**src/rtl/qss_pkg.sv**
```systemverilog
`timescale 1ns/1ps
package qss_pkg;
    parameter int LENW = 4;                 // frame length code width
    parameter int DIVW = 3;                 // clock divider select width
    parameter int AW   = 3;                 // register address width
    localparam int DW    = 1 << LENW;       // widest frame / data word
    localparam int CNTW  = $clog2(2 * DW) + 1;
    localparam int HALFW = 1 << DIVW;       // holds 2^(2^DIVW - 1)

    localparam logic [AW-1:0] A_CTRL = 3'd0;
    localparam logic [AW-1:0] A_MODE = 3'd1;
    localparam logic [AW-1:0] A_FMT  = 3'd2;
    localparam logic [AW-1:0] A_STAT = 3'd3;
    localparam logic [AW-1:0] A_TXD  = 3'd4;
    localparam logic [AW-1:0] A_RXD  = 3'd5;

    typedef struct packed {
        logic tend_ie;
        logic txe_ie;
        logic rxf_ie;
        logic rx_en;
        logic tx_en;
    } ctrl_t;

    typedef struct packed {
        logic            bidir;
        logic [DIVW-1:0] div;
        logic            master;
        logic            lsb;
        logic            cpol;
        logic            cpha;
    } mode_t;

    typedef struct packed {
        logic [1:0]      cs_sel;
        logic [LENW-1:0] len;   // bits per frame minus one
    } fmt_t;

    typedef enum logic [1:0] {S_IDLE, S_LEAD, S_RUN, S_TAIL} eng_st_t;

    // Word position of the i-th bit on the wire.
    function automatic logic [LENW-1:0] wire_pos(logic [LENW:0] i, logic [LENW-1:0] len,
                                                 logic lsb);
        logic [LENW:0] p;
        p = lsb ? i : ({1'b0, len} - i);
        return p[LENW-1:0];
    endfunction

    function automatic logic pick_bit(logic [DW-1:0] w, logic [LENW:0] i,
                                      logic [LENW-1:0] len, logic lsb);
        if (i > {1'b0, len}) return 1'b0;
        return w[wire_pos(i, len, lsb)];
    endfunction
endpackage

```
**src/rtl/qss_regs.sv**
```systemverilog
`timescale 1ns/1ps
module qss_regs
    import qss_pkg::*;
(
    input  logic          clk,
    input  logic          rst,
    input  logic          sel,
    input  logic          wr,
    input  logic          rd,
    input  logic [AW-1:0] addr,
    input  logic [DW-1:0] wdata,
    output logic [DW-1:0] rdata,
    input  logic          busy,
    input  logic          loaded,
    input  logic          done,
    input  logic [DW-1:0] rx_word,
    output ctrl_t         ctrl_o,
    output mode_t         mode_o,
    output fmt_t          fmt_o,
    output logic [DW-1:0] tx_word,
    output logic          start,
    output logic          irq
);
    ctrl_t         ctrl_q;
    mode_t         mode_q;
    fmt_t          fmt_q;
    logic [DW-1:0] txd_q, rxd_q;
    logic          rxf_q, txe_q, tend_q, ovr_q, ovr_seen_q;

    logic enabled, wr_ctrl, wr_mode, wr_fmt, wr_stat, wr_txd, rd_stat, rd_rxd;
    assign enabled = ctrl_q.tx_en | ctrl_q.rx_en;
    assign wr_ctrl = sel & wr & (addr == A_CTRL);
    assign wr_mode = sel & wr & (addr == A_MODE);
    assign wr_fmt  = sel & wr & (addr == A_FMT);
    assign wr_stat = sel & wr & (addr == A_STAT);
    assign wr_txd  = sel & wr & (addr == A_TXD);
    assign rd_stat = sel & rd & (addr == A_STAT);
    assign rd_rxd  = sel & rd & (addr == A_RXD);

    always_ff @(posedge clk) begin
        if (rst) begin
            ctrl_q     <= '0;
            mode_q     <= '0;
            fmt_q      <= '{cs_sel: 2'b00, len: LENW'(7)};
            txd_q      <= '0;
            rxd_q      <= '0;
            rxf_q      <= 1'b0;
            txe_q      <= 1'b1;
            tend_q     <= 1'b1;
            ovr_q      <= 1'b0;
            ovr_seen_q <= 1'b0;
        end else begin
            if (wr_ctrl) ctrl_q <= ctrl_t'(wdata[4:0]);
            if (wr_mode && !enabled) mode_q <= mode_t'(wdata[7:0]);
            if (wr_fmt && !enabled) fmt_q <= fmt_t'(wdata[5:0]);
            if (loaded) txe_q <= 1'b1;
            if (wr_txd) begin
                txd_q  <= wdata;
                txe_q  <= 1'b0;
                tend_q <= 1'b0;
            end
            if (rd_rxd) rxf_q <= 1'b0;
            // overrun: read as one arms the clear, a zero write then clears
            if (rd_stat && ovr_q) ovr_seen_q <= 1'b1;
            if (wr_stat && !wdata[3] && ovr_seen_q) begin
                ovr_q      <= 1'b0;
                ovr_seen_q <= 1'b0;
            end
            if (done) begin
                if (txe_q && !wr_txd) tend_q <= 1'b1;
                if (ctrl_q.rx_en) begin
                    if (rxf_q && !rd_rxd) begin
                        ovr_q <= 1'b1;
                    end else begin
                        rxd_q <= rx_word;
                        rxf_q <= 1'b1;
                    end
                end
            end
        end
    end

    always_comb begin
        rdata = '0;
        case (addr)
            A_CTRL:  rdata[4:0] = ctrl_q;
            A_MODE:  rdata[7:0] = mode_q;
            A_FMT:   rdata[5:0] = fmt_q;
            A_STAT:  rdata[3:0] = {ovr_q, tend_q, txe_q, rxf_q};
            A_TXD:   rdata      = txd_q;
            A_RXD:   rdata      = rxd_q;
            default: rdata      = '0;
        endcase
    end

    assign ctrl_o  = ctrl_q;
    assign mode_o  = mode_q;
    assign fmt_o   = fmt_q;
    assign tx_word = txd_q;
    assign start   = mode_q.master & ctrl_q.tx_en & ~txe_q & ~busy;
    assign irq     = ((rxf_q | ovr_q) & ctrl_q.rxf_ie) | (txe_q & ctrl_q.txe_ie) |
                     (tend_q & ctrl_q.tend_ie);

    a_r2_mode_locked: assert property (@(posedge clk) disable iff (rst)
        enabled |=> ($stable(mode_q) && $stable(fmt_q)));
    a_r6_ovr_sticky: assert property (@(posedge clk) disable iff (rst)
        (ovr_q && !wr_stat) |=> ovr_q);
    a_r7_rxd_held: assert property (@(posedge clk) disable iff (rst)
        !done |=> $stable(rxd_q));
    a_r8_txe_cleared: assert property (@(posedge clk) disable iff (rst)
        wr_txd |=> !txe_q);
endmodule

```
**src/rtl/qss_engine.sv**
```systemverilog
`timescale 1ns/1ps
module qss_engine
    import qss_pkg::*;
(
    input  logic          clk,
    input  logic          rst,
    input  mode_t         mode,
    input  fmt_t          fmt,
    input  logic          tx_en,
    input  logic          rx_en,
    input  logic          start,
    input  logic [DW-1:0] tx_word,
    input  logic          sclk_i,
    input  logic          cs_i,
    input  logic          txln_i,
    input  logic          rxln_i,
    output logic          busy,
    output logic          loaded,
    output logic          done,
    output logic [DW-1:0] rx_word,
    output logic          sclk_o,
    output logic          sclk_oe,
    output logic          txln_o,
    output logic          txln_oe,
    output logic          cs_o,
    output logic          cs_oe
);
    eng_st_t          st;
    logic [HALFW-1:0] half_cnt;
    logic [CNTW-1:0]  edge_cnt;
    logic [LENW:0]    bitn;
    logic [DW-1:0]    sh_tx, sh_rx;
    logic             sclk_q, dout_q, cs_q, done_q, loaded_q;
    logic [2:0]       sck_sync;
    logic [1:0]       cs_sync;

    logic [HALFW-1:0] half_len;
    logic [CNTW-1:0]  last_edge;
    logic             tick, selected, ev, sample_ev, din;

    assign half_len  = HALFW'(1) << mode.div;
    assign tick      = (half_cnt == half_len - HALFW'(1));
    assign last_edge = CNTW'({1'b0, fmt.len, 1'b1});          // 2N - 1
    assign selected  = (fmt.cs_sel == 2'b01) ? ~cs_sync[1] : 1'b1;
    assign ev        = (st == S_RUN) &&
                       (mode.master ? tick : (sck_sync[1] ^ sck_sync[2]));
    assign sample_ev = ev && (edge_cnt[0] == mode.cpha);
    assign din       = mode.bidir ? txln_i : rxln_i;

    always_ff @(posedge clk) begin
        if (rst) begin
            sck_sync <= '0;
            cs_sync  <= 2'b11;
        end else begin
            sck_sync <= {sck_sync[1:0], sclk_i};
            cs_sync  <= {cs_sync[0], cs_i};
        end
    end

    always_ff @(posedge clk) begin
        if (rst) begin
            st       <= S_IDLE;
            half_cnt <= '0;
            edge_cnt <= '0;
            bitn     <= '0;
            sh_tx    <= '0;
            sh_rx    <= '0;
            sclk_q   <= 1'b0;
            dout_q   <= 1'b0;
            cs_q     <= 1'b1;
            done_q   <= 1'b0;
            loaded_q <= 1'b0;
        end else begin
            done_q   <= 1'b0;
            loaded_q <= 1'b0;
            unique case (st)
                S_IDLE: begin
                    sclk_q   <= mode.cpol;
                    half_cnt <= '0;
                    edge_cnt <= '0;
                    bitn     <= '0;
                    if ((mode.master && start) ||
                        (!mode.master && (tx_en || rx_en) && selected)) begin
                        sh_tx    <= tx_word;
                        sh_rx    <= '0;
                        dout_q   <= pick_bit(tx_word, '0, fmt.len, mode.lsb);
                        loaded_q <= 1'b1;
                        if (mode.master) begin
                            cs_q <= 1'b0;
                            st   <= S_LEAD;
                        end else begin
                            st <= S_RUN;
                        end
                    end
                end
                S_LEAD: begin
                    half_cnt <= tick ? '0 : half_cnt + HALFW'(1);
                    if (tick) st <= S_RUN;
                end
                S_RUN: begin
                    half_cnt <= tick ? '0 : half_cnt + HALFW'(1);
                    if (ev) begin
                        edge_cnt <= edge_cnt + CNTW'(1);
                        sclk_q   <= ~sclk_q;
                        if (sample_ev) begin
                            sh_rx[wire_pos(bitn, fmt.len, mode.lsb)] <= din;
                            bitn <= bitn + 1'b1;
                        end else begin
                            dout_q <= pick_bit(sh_tx, bitn, fmt.len, mode.lsb);
                        end
                        if (edge_cnt == last_edge) begin
                            if (mode.master) begin
                                st <= S_TAIL;
                            end else begin
                                done_q <= 1'b1;
                                st     <= S_IDLE;
                            end
                        end
                    end
                    if (!mode.master && !selected) st <= S_IDLE;
                end
                S_TAIL: begin
                    half_cnt <= tick ? '0 : half_cnt + HALFW'(1);
                    if (tick) begin
                        cs_q   <= 1'b1;
                        done_q <= 1'b1;
                        st     <= S_IDLE;
                    end
                end
                default: st <= S_IDLE;
            endcase
        end
    end

    assign busy    = (st != S_IDLE);
    assign loaded  = loaded_q;
    assign done    = done_q;
    assign rx_word = sh_rx;
    assign sclk_o  = sclk_q;
    assign sclk_oe = mode.master;
    assign txln_o  = dout_q;
    assign txln_oe = tx_en & (mode.master | (st == S_RUN));
    assign cs_o    = cs_q;
    assign cs_oe   = mode.master & fmt.cs_sel[1];

    a_r3_cs_idle: assert property (@(posedge clk) disable iff (rst)
        (st == S_IDLE) |-> cs_q);
endmodule

```
**src/rtl/quad_sync_serial.sv**
```systemverilog
`timescale 1ns/1ps
module quad_sync_serial
    import qss_pkg::*;
(
    input  logic          clk,
    input  logic          rst,
    input  logic          bus_sel,
    input  logic          bus_wr,
    input  logic          bus_rd,
    input  logic [AW-1:0] bus_addr,
    input  logic [DW-1:0] bus_wdata,
    output logic [DW-1:0] bus_rdata,
    output logic          irq,
    input  logic          sclk_i,
    output logic          sclk_o,
    output logic          sclk_oe,
    input  logic          cs_i,
    output logic          cs_o,
    output logic          cs_oe,
    input  logic          txln_i,
    output logic          txln_o,
    output logic          txln_oe,
    input  logic          rxln_i
);
    ctrl_t         ctrl;
    mode_t         mode;
    fmt_t          fmt;
    logic [DW-1:0] tx_word, rx_word;
    logic          busy, loaded, done, start;

    qss_regs u_regs (
        .clk(clk), .rst(rst), .sel(bus_sel), .wr(bus_wr), .rd(bus_rd),
        .addr(bus_addr), .wdata(bus_wdata), .rdata(bus_rdata),
        .busy(busy), .loaded(loaded), .done(done), .rx_word(rx_word),
        .ctrl_o(ctrl), .mode_o(mode), .fmt_o(fmt), .tx_word(tx_word),
        .start(start), .irq(irq)
    );

    qss_engine u_eng (
        .clk(clk), .rst(rst), .mode(mode), .fmt(fmt),
        .tx_en(ctrl.tx_en), .rx_en(ctrl.rx_en), .start(start), .tx_word(tx_word),
        .sclk_i(sclk_i), .cs_i(cs_i), .txln_i(txln_i), .rxln_i(rxln_i),
        .busy(busy), .loaded(loaded), .done(done), .rx_word(rx_word),
        .sclk_o(sclk_o), .sclk_oe(sclk_oe), .txln_o(txln_o), .txln_oe(txln_oe),
        .cs_o(cs_o), .cs_oe(cs_oe)
    );
endmodule

```
**config.mk**
```make
export PLATFORM = sky130hd
export DESIGN_NAME = quad_sync_serial
export DESIGN_NICKNAME = d
export VERILOG_FILES = /design/src/rtl/qss_pkg.sv /design/src/rtl/qss_regs.sv /design/src/rtl/qss_engine.sv /design/src/rtl/quad_sync_serial.sv
export SDC_FILE = /design/constraint.sdc
export NUM_CORES = 1
export LEC_CHECK = 0
export BUFFER_PORTS_ARGS = -buffer_cell sky130_fd_sc_hd__buf_2
export CORE_ASPECT_RATIO = 1.25
export CORE_MARGIN = 2
export CORE_UTILIZATION = 50
export CTS_CLUSTER_SIZE = 25
export DETAILED_ROUTE_END_ITERATION = 7
export HOLD_SLACK_MARGIN = 0.02
export PLACE_DENSITY = 0.76
export SYNTH_ARGS = -nofsm -noshare
export SYNTH_HDL_FRONTEND = slang
export SYNTH_SLANG_ARGS = --single-unit
```
**constraint.sdc**
```tcl
create_clock -name clk -period 3.35 [get_ports clk]
set_input_delay 0 -clock clk [delete_from_list [all_inputs] [get_ports clk]]
set_output_delay 0 -clock clk [all_outputs]
set_load 0.02 [all_outputs]
```
### Yosys cells after proc, flatten, opt, wreduce, memory -nomap -nowiden

Cells that the tools add are included.

| cells by class | value |
|---|---|
| add/sub/neg operators | 5 |
| $lt $le $gt $ge | 4 |
| eq/ne operators | 21 |
| shift-type cells | 1 |
| muxes and demuxes | 73 |
| bitwise gates (word level) | 29 |
| reduce and logical (&&, ||, !) cells | 39 |

Operators with widths:

| operator | count |
|---|---|
| 2-to-1 mux 16 bit | 3 |
| 2-to-1 mux 1 bit | 38 |
| one-hot mux 16 bit (2 select lines) | 1 |
| one-hot mux 8 bit (2 select lines) | 2 |
| one-hot mux 4 bit (6 select lines) | 1 |
| AND 1 bit | 17 |
| bitwise mux 16 bit | 1 |
| 2-to-1 mux 2 bit | 8 |
| logical AND 1 bit | 14 |
| one-hot mux 6 bit (2 select lines) | 1 |
| AND reduction 4 bit | 3 |
| less-than comparator 4 x 5 -> 1 bit (second input constant) | 2 |
| 2-to-1 mux 5 bit | 2 |
| != test 2 x 1 -> 1 bit (second input constant) | 5 |
| one-hot mux 5 bit (2 select lines) | 1 |
| adder 8 x 1 -> 8 bit (second input constant) | 1 |
| binary-select mux 1 bit (select 4 bit) | 2 |
| equality test 8 bit | 1 |
| 2-to-1 mux 4 bit | 2 |
| 2-to-1 mux 8 bit | 1 |
| one-hot mux 1 bit (2 select lines) | 4 |
| one-hot mux 2 bit (4 select lines) | 1 |
| nonzero test 2 bit | 4 |
| << shifter 1 x 3 -> 8 bit (first input constant) | 1 |
| other kinds (32) | 56 |

| word-level totals | value |
|---|---|
| register bits | 119 |
| bits of input ports | 28 |
| output and inout port bits | 23 |

### Depth between registers and ports, before layout

| logic depth | value |
|---|---|
| depth in word-level cells | 14 |
| mapped depth | 12 |
| gate-level depth less buffers | 10 |

### Modules after synthesis

A second synthesis with hierarchy kept.

| second synthesis, totals | value |
|---|---|
| cell total of the unflattened synthesis | 754 |
| area total of the unflattened synthesis | 6462.4 um2 |

By module, submodules not included:

| module | times used | cells each | area each (um2) |
|---|---|---|---|
| qss_engine | 1 | 426 | 3619.7 |
| qss_regs | 1 | 328 | 2842.7 |

### Least setup slack after synthesis

No wires, ideal clock.

| path | value |
|---|---|
| path kind | reg-to-reg |
| start point | register u_regs.fmt_q (netlist bit u_regs.fmt_o[0]) |
| end point | register u_eng.dout_q, in the netlist u_eng.txln_o |
| setup time | 129 ps |
| data arrival time | 2663 ps |
| setup slack | 558 ps |
| cell stages (with the launch flop) | 13 |
| path buffers | 2 |
| period minus slack after synthesis | 2792 ps |
| cell sequence | dfxtp_1 -> clkbuf_1 -> inv_1 -> ha_1 -> fa_1 -> xnor2_1 -> mux2i_1 -> buf_2 -> mux2i_1 -> mux2i_1 -> mux2i_1 -> mux2_2 -> o22ai_1 |

| between the ends | value |
|---|---|
| cells in the longest elaborated chain, start to end | 10 |
| elaborated cells between the ends (all ways) | 18 |

RTL lines:

| what | line | source |
|---|---|---|
| from (decl) | qss_regs.sv:26 | `fmt_t fmt_q;` |
| from (signal assigned) | qss_regs.sv:44 | `fmt_q <= '{cs_sel: 2'b00, len: LENW'(7)};` |
| from (signal assigned) | qss_regs.sv:55 | `if (wr_fmt && !enabled) fmt_q <= fmt_t'(wdata[5:0]);` |
| branches (longest 9 deep; another with subtractor 4 bit) | - |  |
| one-hot mux 1 bit (2 select lines) (*) | qss_engine.sv:76 | `unique case (st)` |
| to (signal assigned) | qss_engine.sv:86 | `dout_q <= pick_bit(tx_word, '0, fmt.len, mode.lsb);` |
| to (signal assigned) | qss_engine.sv:109 | `dout_q <= pick_bit(sh_tx, bitn, fmt.len, mode.lsb);` |
| to (decl) | qss_engine.sv:33 | `logic sclk_q, dout_q, cs_q, done_q, loaded_q;` |

Every way passes the cells marked *. The select of a mux whose other input is x is not followed.
A chain may end at the register's enable or synchronous reset.

### Final worst setup path

| path | value |
|---|---|
| start point | register u_regs.fmt_q (netlist bit u_regs.fmt_o[1]) |
| end point | register u_eng.sh_rx[4], in the netlist u_eng.rx_word[4] |

| between the ends | value |
|---|---|
| cells in the longest elaborated chain, start to end | 10 |
| elaborated cells between the ends (all ways) | 11 |

RTL lines:

| what | line | source |
|---|---|---|
| subtractor 4 bit (*) | qss_pkg.sv:45 | `p = lsb ? i : ({1'b0, len} - i);` |
| 2-to-1 mux 4 bit (*) | qss_pkg.sv:45 |  |
| less-than comparator 4 x 5 -> 1 bit (not written as such) or >= comparator 4 x 1 -> 1 bit (tied branches) | qss_engine.sv:106 | `sh_rx[wire_pos(bitn, fmt.len, mode.lsb)] <= din;` |
| logical AND 1 bit (not written as such) | qss_engine.sv:106 |  |
| 2-to-1 mux 1 bit (not written as such) | qss_engine.sv:106 |  |
| demux 1 bit (select 4 bit) (*) | - |  |
| bitwise mux 16 bit (*) | qss_engine.sv:106 |  |
| 2-to-1 mux 16 bit (*) | qss_engine.sv:105 | `if (sample_ev) begin` |
| 2-to-1 mux 16 bit (*) | qss_engine.sv:102 | `if (ev) begin` |
| one-hot mux 16 bit (2 select lines) (*) | qss_engine.sv:76 |  |
| to (signal, indexed assignment) | qss_engine.sv:106 |  |
| to (decl) | qss_engine.sv:32 | `logic [DW-1:0] sh_tx, sh_rx;` |

Every way passes the cells marked *; elsewhere a longest branch is shown, timed or not. The select of a mux whose other input is x is not followed.

==> out/qor.yml <==
run_status:
  status: "finished clean"
timing:
  final.setup.worst_slack_ns: 0.526
  max-slew-margin-rel_pct: 47.4
  tightest_slew_ns: 0.782
  rsz0062_at_grt: "false"
  fin_skew_ns: 0.00791
  slew_violations: 0
  setup_tns_ns: 0
  period_needed_ns: 2.82
  finalSetupViolCount: 0
  fmax_mhz: 354
  fin_crit_sh_pct: 84.3
  finalHoldViolCount: 0
synthesis:
  async_flop_share_pct: 0
  ys_seq_area_share_pct: 40.0
  yosysWarnings: 0
  synth.cell_area_sq_mm: 0.00595
  synthDistinctLibCells: 68
  syn_nets: 751
  synth-edff-count: 0
  postSynthCellCount: 712
  synth_area_per_cell_sq_um: 8.36
  ys_seq_elements: 119
  synth_top_flop_cell: "dfxtp_1"
routing:
  drc: 0
  drt_wl_total_um: 16500
  wl_per_cell_um: 17.6
  drtAntennaViolNets: 0
  vias_per_cell: 5.84
  drtPass1Iterations: 5
  drt_iter0_drc: 558
  via_count: 5481
power_and_ir_drop:
  p_leak_nw: 2.85
  power.density_mw_per_mm2: 500
  ir_worst_vdd_mv: 0.308
  power_mw: 3.54
worst_setup_path:
  cp.required_ns: 3.62
  end_kind: "register"
  start_kind: "register"
  timing.rr.start: "u_regs.fmt_o[1]$_SDFFE_PP1P_"
  cp_max_fo: 9
  crit_chain: "inv_1 > ha_1 > nor2b_1 > o21ai_0 > mux2i_1 > nand2_1 > nor3b_1 > nand3_1 > mux2i_1"
  path_delay_family: "simple AND/OR/NAND/NOR gates"
  cp.arrival_ns: 3.09
  path_buf_inv: 1
  max_stage_delay_ns: 0.54
  regToRegSetupSlack_ns: 0.53
  path_class: "register to register"
  r2r_cells: 9
  timing.rr.end: "u_eng.rx_word[4]$_SDFFE_PP0P_"
  crit_top_cell: "mux2i_1"
  crit_cells: 9
  crit_end: "u_eng.rx_word[4]$_SDFFE_PP0P_"
  slowest_stage: "dfxtp_1"
  startpoint: "u_regs.fmt_o[1]$_SDFFE_PP1P_"
floorplanning:
  rows: 44
  start_util_pct: 51.3
  core_sq_mm: 0.0116
  die_y_um: 126
  die_area_sq_mm: 0.0128
  dieWidth_um: 102
  io_pins: 51
min_path:
  hp-class: "primary input to register"
grt:
  grt_pass1_vias: 5404
  grt_max_degree: 51
  grt_usage_pct: 26.4
  grt_pass1_wl_um: 26500
  antenna_found_initial: 0
  grt_overflow_total: 0
cells_and_area:
  most-common-layout-cells: "nand2_1, dfxtp_1, mux2i_1"
  antenna_cells: 0
  final_common_cell: "nand2_1"
  syn2layout_area_growth_pct: 19.1
  layout.nets: 804
  layout-drive-gt1-share_pct: 14.9
  design_area_sq_mm: 0.00709
clock_tree:
  cts_made_buffers: 17
  clock_latency_ns: 0.41
  clock_sinks: 119
  clkTransAtPathRegs_ns: 0.05
  cts_tree: "done"
  cts_resized: 0
  htree_levels: 4
  clockBufferDepth: 2
  cts_root_buffer: "clkbuf_16"
placed_design:
  dp_hpwl_um: 11300
  globalplace.congestion: 0.895
  place_area_sq_mm: 0.00630
  portBuffers: 50
  dp_slack_ns: 0.573
job:
  cap_violations: 0
[flip-flops by register name, indices dropped and copies added, names as in the netlist, 5 cells and up]
name            count
u_eng.rx_word      16
u_eng.sh_tx        16
u_regs.rxd_q       16
u_regs.tx_word     16
u_eng.half_cnt      8
u_regs.mode_o       8
u_eng.edge_cnt      6
u_regs.fmt_o        6
u_eng.bitn          5
u_regs.ctrl_o       5
[layer usage]
metal,vias up,share of wire (%),track usage [%]
met1,2600,40,32.1
met3,55,6.2,4.38
met5,-,0,0
met4,0,4.3,14.5
li1,2593,-,-
met2,233,49,43.9
[Yosys cell counts (all sizes together) (3+ instances only)]
| master | instances | share of area, % |
|---|---|---|
| xor2 | 9 | 1.3 |
| o21ai | 18 | 1.7 |
| nand3 | 51 | 4.3 |
| and2 | 3 | 0.32 |
| a211oi | 4 | 0.50 |
| nor3 | 10 | 0.92 |
| clkbuf | 36 | 2.3 |
| mux2i | 65 | 11 |
| nand2 | 126 | 7.9 |
| o31ai | 5 | 0.71 |
| nand4 | 4 | 0.53 |
| or3 | 4 | 0.42 |
| nor2b | 11 | 1.2 |
| xnor2 | 9 | 1.3 |
| and3 | 3 | 0.32 |
| inv | 18 | 1.1 |
| nand2b | 3 | 0.32 |
| o22ai | 6 | 0.63 |
| nor3b | 3 | 0.38 |
| a21oi | 64 | 5.6 |
| mux4 | 4 | 1.5 |
| mux2 | 11 | 2.1 |
| nor2 | 62 | 3.9 |
| ha | 10 | 2.1 |
| dfxtp | 119 | 40 |
| a22oi | 6 | 0.76 |
| buf | 8 | 0.71 |
| or2 | 4 | 0.42 |
[kinds of logic after synthesis]
| family | synth area share, % |
|---|---|
| xor+xnor | 2.65 |
| fa+ha+maj | 2.44 |
| simple gates | 22.7 |
| flops | 40.0 |
| mux | 14.5 |
| compound gates | 13.6 |
| buf+inv | 4.12 |
[cell type report]
cell class	instances	area, sq um
clock inverter	8	121
multi-input combinational	531	3340
timing repair buffer	78	510
sequential	119	2380
inverter	18	67.6
clock buffer	24	472
tap	161	201
fill	977	4520
[timing repair]
action / 4_1_cts / 5_1_grt
endpoints found under the setup margin: 0 / 0
hold buffers: 20 / 0
hold endpoints to repair: 39 / 0
buffers inserted: 0 / 0
[worst min path at each step]
stage / start / slack [ns] / endpoint / cells past startpoint
6_report: bus_sel / 0.06 / u_regs.ovr_q$_SDFF_PP0_ / 4
5_1_grt: bus_sel / 0.1 / u_regs.ovr_q$_SDFF_PP0_ / 4
4_1_cts: bus_sel / 0.05 / u_regs.ovr_q$_SDFF_PP0_ / 4
3_5_place_dp: cs_i / 0.19 / u_eng.cs_sync[0]$_SDFF_PP1_ / 2
3_3_place_gp: cs_i / 0.18 / u_eng.cs_sync[0]$_SDFF_PP1_ / 2
2_1_floorplan: cs_i / 0.10 / u_eng.cs_sync[0]$_SDFF_PP1_ / 1
[stage by stage]
| step | hold slack (ns) | util, % | cells |
|---|---|---|---|
| floorplan | 0.104 | - | 712 |
| global placement | 0.184 | 54.2 | 887 |
| detailed placement | 0.190 | 54.2 | 887 |
| global route | 0.0993 | 61.1 | 939 |
| CTS | 0.0487 | 61.1 | 939 |
| finish | 0.0638 | 61.1 | 939 |
[worst reg2reg max path, delay by kind of cell, from the launching register on]
kind	cells	cell delay (ns)
buf+inv	1	0.18
compound gates	1	0.22
fa+ha+maj	1	0.36
mux	2	0.40
simple gates	4	0.99
flops	1	0.54
[where the power goes]
part           switching (mW)  total [mW]  internal [mW]  leakage, nW
clock network           0.622        1.83           1.21        0.288
logic                   0.172       0.262         0.0895         1.60
registers              0.0222        1.45           1.43        0.960
total                   0.817        3.54           2.73         2.85
No activity file was read; power rests on OpenSTA's default activity.
